==> config.mk <==
export PLATFORM = sky130hd
export DESIGN_NAME = crc16_serial
export DESIGN_NICKNAME = d
export VERILOG_FILES = /design/src/rtl/crc16_pkg.sv /design/src/rtl/crc16_step.sv /design/src/rtl/crc16_emit_ctrl.sv /design/src/rtl/crc16_serial.sv
export SDC_FILE = /design/constraint.sdc
export NUM_CORES = 1
export LEC_CHECK = 0
export ABC_CLOCK_PERIOD_IN_PS = 1550
export BUFFER_PORTS_ARGS = -buffer_cell sky130_fd_sc_hd__buf_2
export CAP_MARGIN = 10
export CORE_MARGIN = 4
export CORE_UTILIZATION = 51
export DETAILED_ROUTE_END_ITERATION = 16
export PLACE_DENSITY = 0.82
export RECOVER_POWER = 50
export SETUP_SLACK_MARGIN = 0.1
export SYNTH_ARGS = -nofsm -noshare
export SYNTH_HDL_FRONTEND = slang
export SYNTH_HIERARCHICAL = 1
export SYNTH_SLANG_ARGS = --single-unit
==> constraint.sdc <==
create_clock -name clk -period 1.55 [get_ports clk]
set_input_delay 0.155 -clock clk [delete_from_list [all_inputs] [get_ports clk]]
set_output_delay 0.155 -clock clk [all_outputs]
set_load 0.02 [all_outputs]
==> src/rtl/crc16_pkg.sv <==
package crc16_pkg;
  localparam int unsigned CRC_W = 16;
  localparam logic [CRC_W-1:0] CRC_POLY   = 16'h1021;
  localparam logic [CRC_W-1:0] CRC_PRESET = '1;
endpackage

==> src/rtl/crc16_step.sv <==
module crc16_step #(
  parameter int unsigned W = 16,
  parameter logic [W-1:0] POLY = 16'h1021
) (
  input  logic [W-1:0] crc_i,
  input  logic         bit_i,
  input  logic         xor_en,
  output logic [W-1:0] crc_o
);
  logic fb;
  assign fb = xor_en & (bit_i ^ crc_i[W-1]);

  for (genvar b = 0; b < W; b++) begin : g_pos
    if (b == 0) begin : g_low
      assign crc_o[b] = POLY[b] & fb;
    end else begin : g_up
      assign crc_o[b] = crc_i[b-1] ^ (POLY[b] & fb);
    end
  end
endmodule

==> src/rtl/crc16_emit_ctrl.sv <==
module crc16_emit_ctrl #(
  parameter int unsigned W = 16
) (
  input  logic clk,
  input  logic rst_n,
  input  logic init,
  input  logic emit,
  input  logic m_ready,
  output logic m_valid,
  output logic beat
);
  localparam int unsigned CW = $clog2(W + 1);
  localparam logic [CW-1:0] LAST = CW'(W);

  logic [CW-1:0] sent_q;

  assign m_valid = emit && (sent_q != LAST);
  assign beat    = m_valid && m_ready;

  always_ff @(posedge clk) begin
    if (!rst_n || init || !emit) begin
      sent_q <= '0;
    end else if (beat) begin
      sent_q <= sent_q + 1'b1;
    end
  end
endmodule

==> src/rtl/crc16_serial.sv <==
module crc16_serial
  import crc16_pkg::*;
#(
  parameter int unsigned W = CRC_W,
  parameter logic [W-1:0] POLY = CRC_POLY,
  parameter logic [W-1:0] PRESET = CRC_PRESET
) (
  input  logic clk,
  input  logic rst_n,
  input  logic init,
  input  logic emit,
  input  logic end_check,
  input  logic s_valid,
  output logic s_ready,
  input  logic s_bit,
  output logic m_valid,
  input  logic m_ready,
  output logic m_bit,
  output logic crc_zero,
  output logic err
);
  logic [W-1:0] crc_q;
  logic [W-1:0] crc_nx;
  logic         absorb;
  logic         beat;
  logic         shift_en;

  assign s_ready  = !emit;
  assign absorb   = s_valid && s_ready;
  assign shift_en = absorb || beat;
  assign m_bit    = crc_q[W-1];
  assign crc_zero = (crc_q == '0);

  crc16_step #(.W(W), .POLY(POLY)) u_step (
    .crc_i (crc_q),
    .bit_i (s_bit),
    .xor_en(!emit),
    .crc_o (crc_nx)
  );

  crc16_emit_ctrl #(.W(W)) u_emit (
    .clk    (clk),
    .rst_n  (rst_n),
    .init   (init),
    .emit   (emit),
    .m_ready(m_ready),
    .m_valid(m_valid),
    .beat   (beat)
  );

  always_ff @(posedge clk) begin
    if (!rst_n || init) begin
      crc_q <= PRESET;
    end else if (shift_en) begin
      crc_q <= crc_nx;
    end
  end

  always_ff @(posedge clk) begin
    if (!rst_n || init) begin
      err <= 1'b0;
    end else if (end_check) begin
      err <= |crc_q;
    end
  end
endmodule

==> results of run 1 <==
-- sequential cells by signal (all words and copies together), names as in the netlist --
register and flops:
u_emit/sent_q 5, crc_q 16, err 1
-- cell families after synthesis --
| group | after synthesis | synth area share (%) |
|---|---|---|
| AOI/OAI and AO/OA | 42 | 23.22 |
| xor gates and xnor gates | 3 | 2.206 |
| adders and majority gates | 2 | 2.101 |
| buffers and inverters | 41 | 19.01 |
| DFF | 22 | 36.97 |
| and+or+nand+nor | 23 | 16.49 |
-- routing by layer --
layer / part of all wire [%] / track usage (%) / vias to the layer above / routed length (um)
met5: 0 / 0 / - / 0
met4: 5.6 / 11.86 / 0 / 228
met3: 5.8 / 5.517 / 27 / 239
met2: 51 / 38.23 / 66 / 2111
met1: 37 / 22.14 / 536 / 1528
li1: - / - / 503 / -
-- power by group --
part	switching [mW]	total [mW]	leakage (nW)	internal, mW
logic	0.167	0.289	0.545	0.121
registers	0.0287	0.615	0.178	0.586
clock network	0.193	0.337	0.0210	0.144
total	0.389	1.24	0.743	0.851
-- per-stage QoR --
stage               util (%)  instances
floorplan                  -        133
CTS                    71.66        175
global route           81.90        180
detailed placement     53.11        157
global placement       53.11        157
finish                 81.90        180
-- worst register-to-register path: cells and delay by family (launching register included) --
| kind | cells | cell delay, ns |
|---|---|---|
| compound gates | 2 | 0.32 |
| simple gates | 2 | 0.33 |
| flops | 1 | 0.35 |
| buf+inv | 3 | 0.45 |
| fa+ha+maj | 1 | 0.13 |
-- what timing repair did --
action	in CTS	in global routing
pin swaps	17	6
gates resized for setup	69	32
setup endpoints to repair	19	21
setup buffers	11	3
endpoints found under the hold margin	0	1
gates cloned	3	1
hold buffers	0	1
-- cells in the final DEF, fill, tap and decap left out, types with 3 or more instances in the layout --
| cell type | synthesis | final |
|---|---|---|
| o21ai_4 | 0 | 11 |
| dfxtp_1 | 22 | 12 |
| nor4_4 | 0 | 3 |
| buf_2 | 4 | 8 |
| dfxtp_2 | 0 | 9 |
| a21oi_1 | 4 | 3 |
| o21ai_2 | 0 | 5 |
| clkbuf_4 | 0 | 3 |
| inv_1 | 20 | 18 |
| buf_4 | 14 | 14 |
| o21ai_0 | 20 | 4 |
| o311ai_4 | 0 | 6 |
| buf_6 | 2 | 5 |
| or3_1 | 4 | 4 |
| o311ai_2 | 0 | 8 |
| nand2_1 | 5 | 5 |
-- area by class of cell --
class | count | share of cell area, %
Tap cell | 28 | 1.934
Clock buffer | 4 | 2.003
Sequential cell | 22 | 25.14
Inverter | 20 | 4.144
Multi-Input combinational cell | 72 | 50.00
Timing Repair Buffer | 34 | 16.78
-- worst max path at each step --
stage / start / end / cells after the start
floorplan: u_emit/sent_q[0] / crc_q[15] / 7
global placement: u_emit/sent_q[0] / crc_q[11] / 6
detailed placement: u_emit/sent_q[1] / crc_q[10] / 6
CTS: u_emit/sent_q[1] / m_valid / 6
global route: u_emit/sent_q[0] / m_valid / 6
finish: u_emit/sent_q[0] / m_valid / 6
==> run summary, run 1 <==
crit path max fanout -> 5
Reg area -> 455.4 um^2
Core ar. -> 2212 um^2
critical path arrival -> 1.70 ns
number of synthesized register bits -> 22
Critical Path Source Type -> flip-flop
total CTS buffers -> 3
clk root buf -> clkbuf_4
Clock Sinks -> 22
Synth Instances -> 133
largest net degree at the start of global routing -> 33
Mapped Nets -> 143
H-tree lvl count -> 1
first-pass GRT wire length -> 5154 um
total global routing overflow -> 0
Final setup viols -> 19
Placement Cell Area -> 1175 um^2
width of the die -> 56.33 um
Final nets -> 163
Die H -> 56.33 um
slew margin rel. -> 8.162%
crit-path cells -> inv_2 -> ha_4 -> nor4bb_4 -> buf_4 -> and2b_2 -> buf_6
worst r2r dst -> crc_q[13]
# Max-Cap Violations -> 0
fin worst setup slack -> -0.3096 ns
ANT nets after route -> 0
Final Hold Fails -> 0
Setup TNS Final -> -2.472 ns
actual slew at the worst max-slew pin -> 1.371 ns
commonest cells in the netlist -> 22 x dfxtp_1, 20 x inv_1, 20 x o21ai_0, 14 x buf_4, 14 x o311ai_1
outcome -> finished with violations
Bufs on Longest Clock Path -> 2
R2R cell count -> 8
DR vias/cell -> 6.289
# rows -> 17
Period Utilization, post-route -> 120.0%
cell area after layout -> 1812 um^2
Worst path slowest cell -> dfxtp_2
Antenna Cells -> 0
kind of critical path -> flip-flop to output port
CTS tree -> yes
r2r startpoint -> u_emit/sent_q[0]
r2r setup slk -> -0.18 ns
LEAKAGE -> 0.7431 nW
register clock-pin slew on the reported worst setup and hold paths -> 0.13 ns
Hold Crit Depth -> 3
Buffers on Ports -> 12
Crit. End Element -> output port
sequential area share after synthesis -> 36.97%
I/O pin cnt -> 13
antenna violations before repair -> 0
Initial Util -> 53.85%
fill cell count -> 119
Initial DRT Pass Iterations -> 7
Hold Path Class -> primary input to flip-flop
max-slew violations -> 0
detailed router's first-iteration violation count -> 42
share of layout cells above drive strength 1 -> 61.84%
vias in the first global route -> 1,068
Buf+Inv Stages, Crit Path -> 3
Mapped Area -> 1191 um^2
post-DP HPWL -> 1477 um
setup slack after placement -> -0.4499 ns
synth unique cells -> 26
RSZ-0062 raised after global routing -> true
Yosys warnings -> 6
average cell area after synthesis -> 8.956 um^2
crit-path max cell delay -> 0.35 ns
failing checks -> setup timing
GRT Util Overall -> 21.25%
Via Count -> 1,132
mean routed wirelength per cell -> 22.82 um
EDFF count, synth -> 0
Synth area leaders -> dfxtp_1 37%, o311ai_1 10%, buf_4 8.8%
DRC -> 0
hold slack -> 0.1580 ns
worst skew pair latency -> 0.33 ns
Worst Hold Launch -> rst_n
f_max -> 537.7 MHz
dominant cell by count in the synthesized netlist -> dfxtp_1
die area -> 3173 um^2
GPL Wtd Cong -> 0.7472
maximum vdd drop -> 685.4 uV
Synth async-reset ratio -> 0%
min Tclk post-route -> 1.860 ns
CP delay by family, top -> simple AND/OR/NAND/NOR gates
Worst Path Required -> 1.39 ns
area of the multi-input gates -> 905.9 um^2
Final Skew -> 0.003824 ns
Synth top area share -> 36.97%
P&R area growth vs syn -> 52.10%
pwr/cell area -> 684.7 nW/um^2
total power -> 1.241 mW
area leader, netlist -> dfxtp_1
Hold Path Sink -> u_emit/sent_q[0]
ys flop type -> dfxtp_1
routed wire length -> 4108 um
No activity file was read; power rests on OpenSTA's default activity.
==> run 2, diff against run 1 <==
ABC_CLOCK_PERIOD_IN_PS = 2220   (was 1550)
CTS_CLUSTER_DIAMETER = 100   (was not set)
PLACE_DENSITY = 0.8   (was 0.82)
SYNTH_HIERARCHICAL = not set   (was 1)
clock period = 2.22 ns   (was 1.55 ns; I/O delays follow)
==> run summary, run 2 <==
Yosys warnings -> 0 (-6)
pwr/cell area -> 680.1 nW/um^2 (-0.67%)
first-pass GRT wire length -> 3056 um (-41%)
Synth area leaders -> dfxtp_1 45%, nand2_1 10%, nand3_1 7.2%
vias in the first global route -> 746 (-30%)
mean routed wirelength per cell -> 11.30 um (-50%)
commonest cells in the netlist -> 27 x nand2_1, 22 x dfxtp_1, 14 x nand3_1, 9 x nor2_1
Synth Instances -> 114 (-14%)
GRT Util Overall -> 15.06% (-6.2 points)
Final nets -> 136 (-17%)
ys flop type -> dfxtp_1
actual slew at the worst max-slew pin -> 0.5557 ns (-0.8157 ns)
Worst Path Required -> 2.00 ns (+0.61 ns)
Logic pwr share -> 11.2% (-12 points)
adder-cell share of the synthesized area -> 2.567% (+0.47 points)
max-slew violations -> 0 (unchanged)
Critical Path Source Type -> flip-flop
Top Usage Layer GRT -> met2
area of the multi-input gates -> 456.7 um^2 (-50%)
outcome -> finished clean
H-tree lvl count -> 1 (unchanged)
Final setup viols -> 0 (-19)
Crit. End Element -> output port
crit path max fanout -> 6 (+1)
max reg flops -> 16 (unchanged)
sequential area share after synthesis -> 45.19% (+8.2 points)
register clock-pin slew on the reported worst setup and hold paths -> 0.11 ns (-0.02 ns)
DRC -> 0 (unchanged)
kind of critical path -> flip-flop to output port
Period Utilization, post-route -> 81.02%
# rows -> 15 (-2)
Antenna Cells -> 0 (unchanged)
Bufs on Longest Clock Path -> 2 (unchanged)
Setup TNS Final -> 0 ns (+2.472 ns)
post-CTS resize count -> 0 (-100%)
GR Util met1 -> 19.25% (-2.9 points)
LEAKAGE -> 0.4417 nW (-41%)
f_max -> 556.0 MHz
DR vias/cell -> 5.113 (-19%)
Final Hold Fails -> 0 (unchanged)
slew margin rel. -> 62.95% (+55 points)
Reg area -> 440.4 um^2 (-3.3%)
ANT nets after route -> 0 (unchanged)
Top reg by flops -> crc_q
Placement Cell Area -> 1023 um^2 (-13%)
die area -> 2674 um^2 (-16%)
EDFF count, synth -> 0 (unchanged)
Hold-fix buffers, CTS -> 0 (unchanged)
sequential share of power -> 59.0% (+9.5 points)
sw power -> 167.4 uW (-57%)
setup bufs post-CTS -> 0 (-11)
commonest non-fill, non-tap cell in the layout -> nand2_1
post-DP HPWL -> 1247 um (-16%)
routed wire length -> 1695 um (-59%)
mux cell area share after synthesis -> 0% (unchanged)
area leader, netlist -> dfxtp_1
fin worst setup slack -> 0.4213 ns (+0.7309 ns)
detailed router's first-iteration violation count -> 13 (-69%)
cell area after layout -> 1039 um^2 (-43%)
antenna violations before repair -> 0 (unchanged)
top flop regs -> crc_q x16, u_emit.sent_q x5, err x1
dominant cell by count in the synthesized netlist -> nand2_1
worst skew pair latency -> 0.30 ns (-0.03 ns)
Initial DRT Pass Iterations -> 4 (-3)
synth unique cells -> 29 (+12%)
Mapped Area -> 974.7 um^2 (-18%)
Synth top area share -> 45.19% (+8.2 points)
critical path arrival -> 1.58 ns (-0.12 ns)
GR Layer Usage met3 -> 2.579% (-2.9 points)
Layout Utilization -> 58.87% (-23 points)
Mapped Nets -> 124 (-13%)
Simple-Gate Fraction of Synth Area -> 34.40% (+18 points)
largest family of logic cells by synthesized area -> simple AND/OR/NAND/NOR gates
total CTS buffers -> 3 (unchanged)
Core ar. -> 1764 um^2 (-20%)
Compound-Gate Fraction of Synth Area -> 5.263% (-18 points)
Die H -> 51.72 um (-8.2%)
Buffers on Ports -> 12 (unchanged)
share of layout cells above drive strength 1 -> 14.40% (-47 points)
cell internal pwr -> 538.9 uW (-37%)
Sw Ratio -> 23.70% (-7.7 points)
min Tclk post-route -> 1.799 ns
Clock Sinks -> 22 (unchanged)
total global routing overflow -> 0 (unchanged)
maximum vdd drop -> 437.6 uV (-36%)
width of the die -> 51.72 um (-8.2%)
I/O pin cnt -> 13 (unchanged)
Initial Util -> 55.25% (+1.4 points)
fill cell count -> 179 (+50%)
clock share of power -> 29.8% (+2.6 points)
Via Count -> 767 (-32%)
clk root buf -> clkbuf_4
Synth async-reset ratio -> 0% (unchanged)
P&R area growth vs syn -> 6.547%
number of synthesized register bits -> 22 (unchanged)
average cell area after synthesis -> 8.550 um^2 (-4.5%)
# Max-Cap Violations -> 0 (unchanged)
RSZ-0062 raised after global routing -> false
CTS tree -> yes
setup slack after placement -> 0.6443 ns (+1.094 ns)
GPL Wtd Cong -> 0.7456 (-0.21%)
Hold Path Class -> primary input to flip-flop
hold slack -> 0.09772 ns (-0.06024 ns)
largest net degree at the start of global routing -> 19 (-42%)
xor/xnor share of the synthesized area -> 6.290% (+4.1 points)
GR Layer Usage met2 -> 24.79% (-13 points)
Final Skew -> 0.004293 ns (+0.0004684 ns)
commonest non-fill, non-tap cells in the layout -> 27 x nand2_1, 22 x dfxtp_1, 14 x nand3_1
[run 2: cell types whose count changed after synthesis, moves of 3 or more]
cell and delta:
nand2_1 +22, o21ai_0 -19, inv_1 -17, buf_4 -14, o311ai_1 -14, nand3_1 +12, nor2_1 +8, nor4_1 +4
nor4_2 -4, or3_1 -4, buf_2 -3
[run 2: metrics by stage]
stage / power [mW] / instances
after floorplan: 0.4931 / 114
after global placement: 0.5030 / 146
after detailed placement: 0.5054 / 146
after CTS: 0.7140 / 150
after global routing: 0.7431 / 150
final: 0.7063 / 150
[run 2: cell type report]
cell class              instances  share of cell area [%]
clock buffers                   4                   3.494
inverters                       3                   1.084
multi-input cells              83                   43.98
flip-flops and latches         22                   42.41
well taps                      25                   3.012
repair buffers                 13                   6.024
[run 2: critical path: stages, from the launching register on]
cell and delay, ns:
dfxtp_1 0.35, inv_1 0.09, ha_1 0.16, nand4bb_1 0.25
and2_2 0.28, buf_2 0.15
[run 2: cells by family after synthesis]
group                    count (synthesis)
buffers and inverters                    9
flip-flops                              22
AND/OR/NAND/NOR                         66
XOR/XNOR                                 7
adder cells (fa/ha/maj)                  2
AO/OA/AOI/OAI                            8
[run 2: power by group through the flow]
stage	Combinational, mW	Clock (mW)	Sequential (mW)
floorplan	0.0677	0	0.425
global placement	0.0776	0	0.425
detailed placement	0.0797	0	0.426
CTS	0.0803	0.217	0.417
global route	0.0906	0.234	0.419
finish	0.0788	0.210	0.417
[run 2: worst paths after layout]
kind | slack [ns] | startpoint | cells after the start | end
setup / recovery | 0.42 | u_emit.sent_q[1] | 5 | m_valid
hold / removal | 0.1 | end_check | 2 | err
setup reg to reg | 0.51 | u_emit.sent_q[0] | 6 | crc_q[4]
hold reg to reg | 0.49 | crc_q[13] | 2 | crc_q[14]
[run 2: routing by layer]
| metal | vias up | wire (um) |
|---|---|---|
| met5 | - | 0 |
| met3 | 4 | 82 |
| met4 | 0 | 24 |
| li1 | 401 | - |
| met1 | 341 | 827 |
| met2 | 21 | 760 |
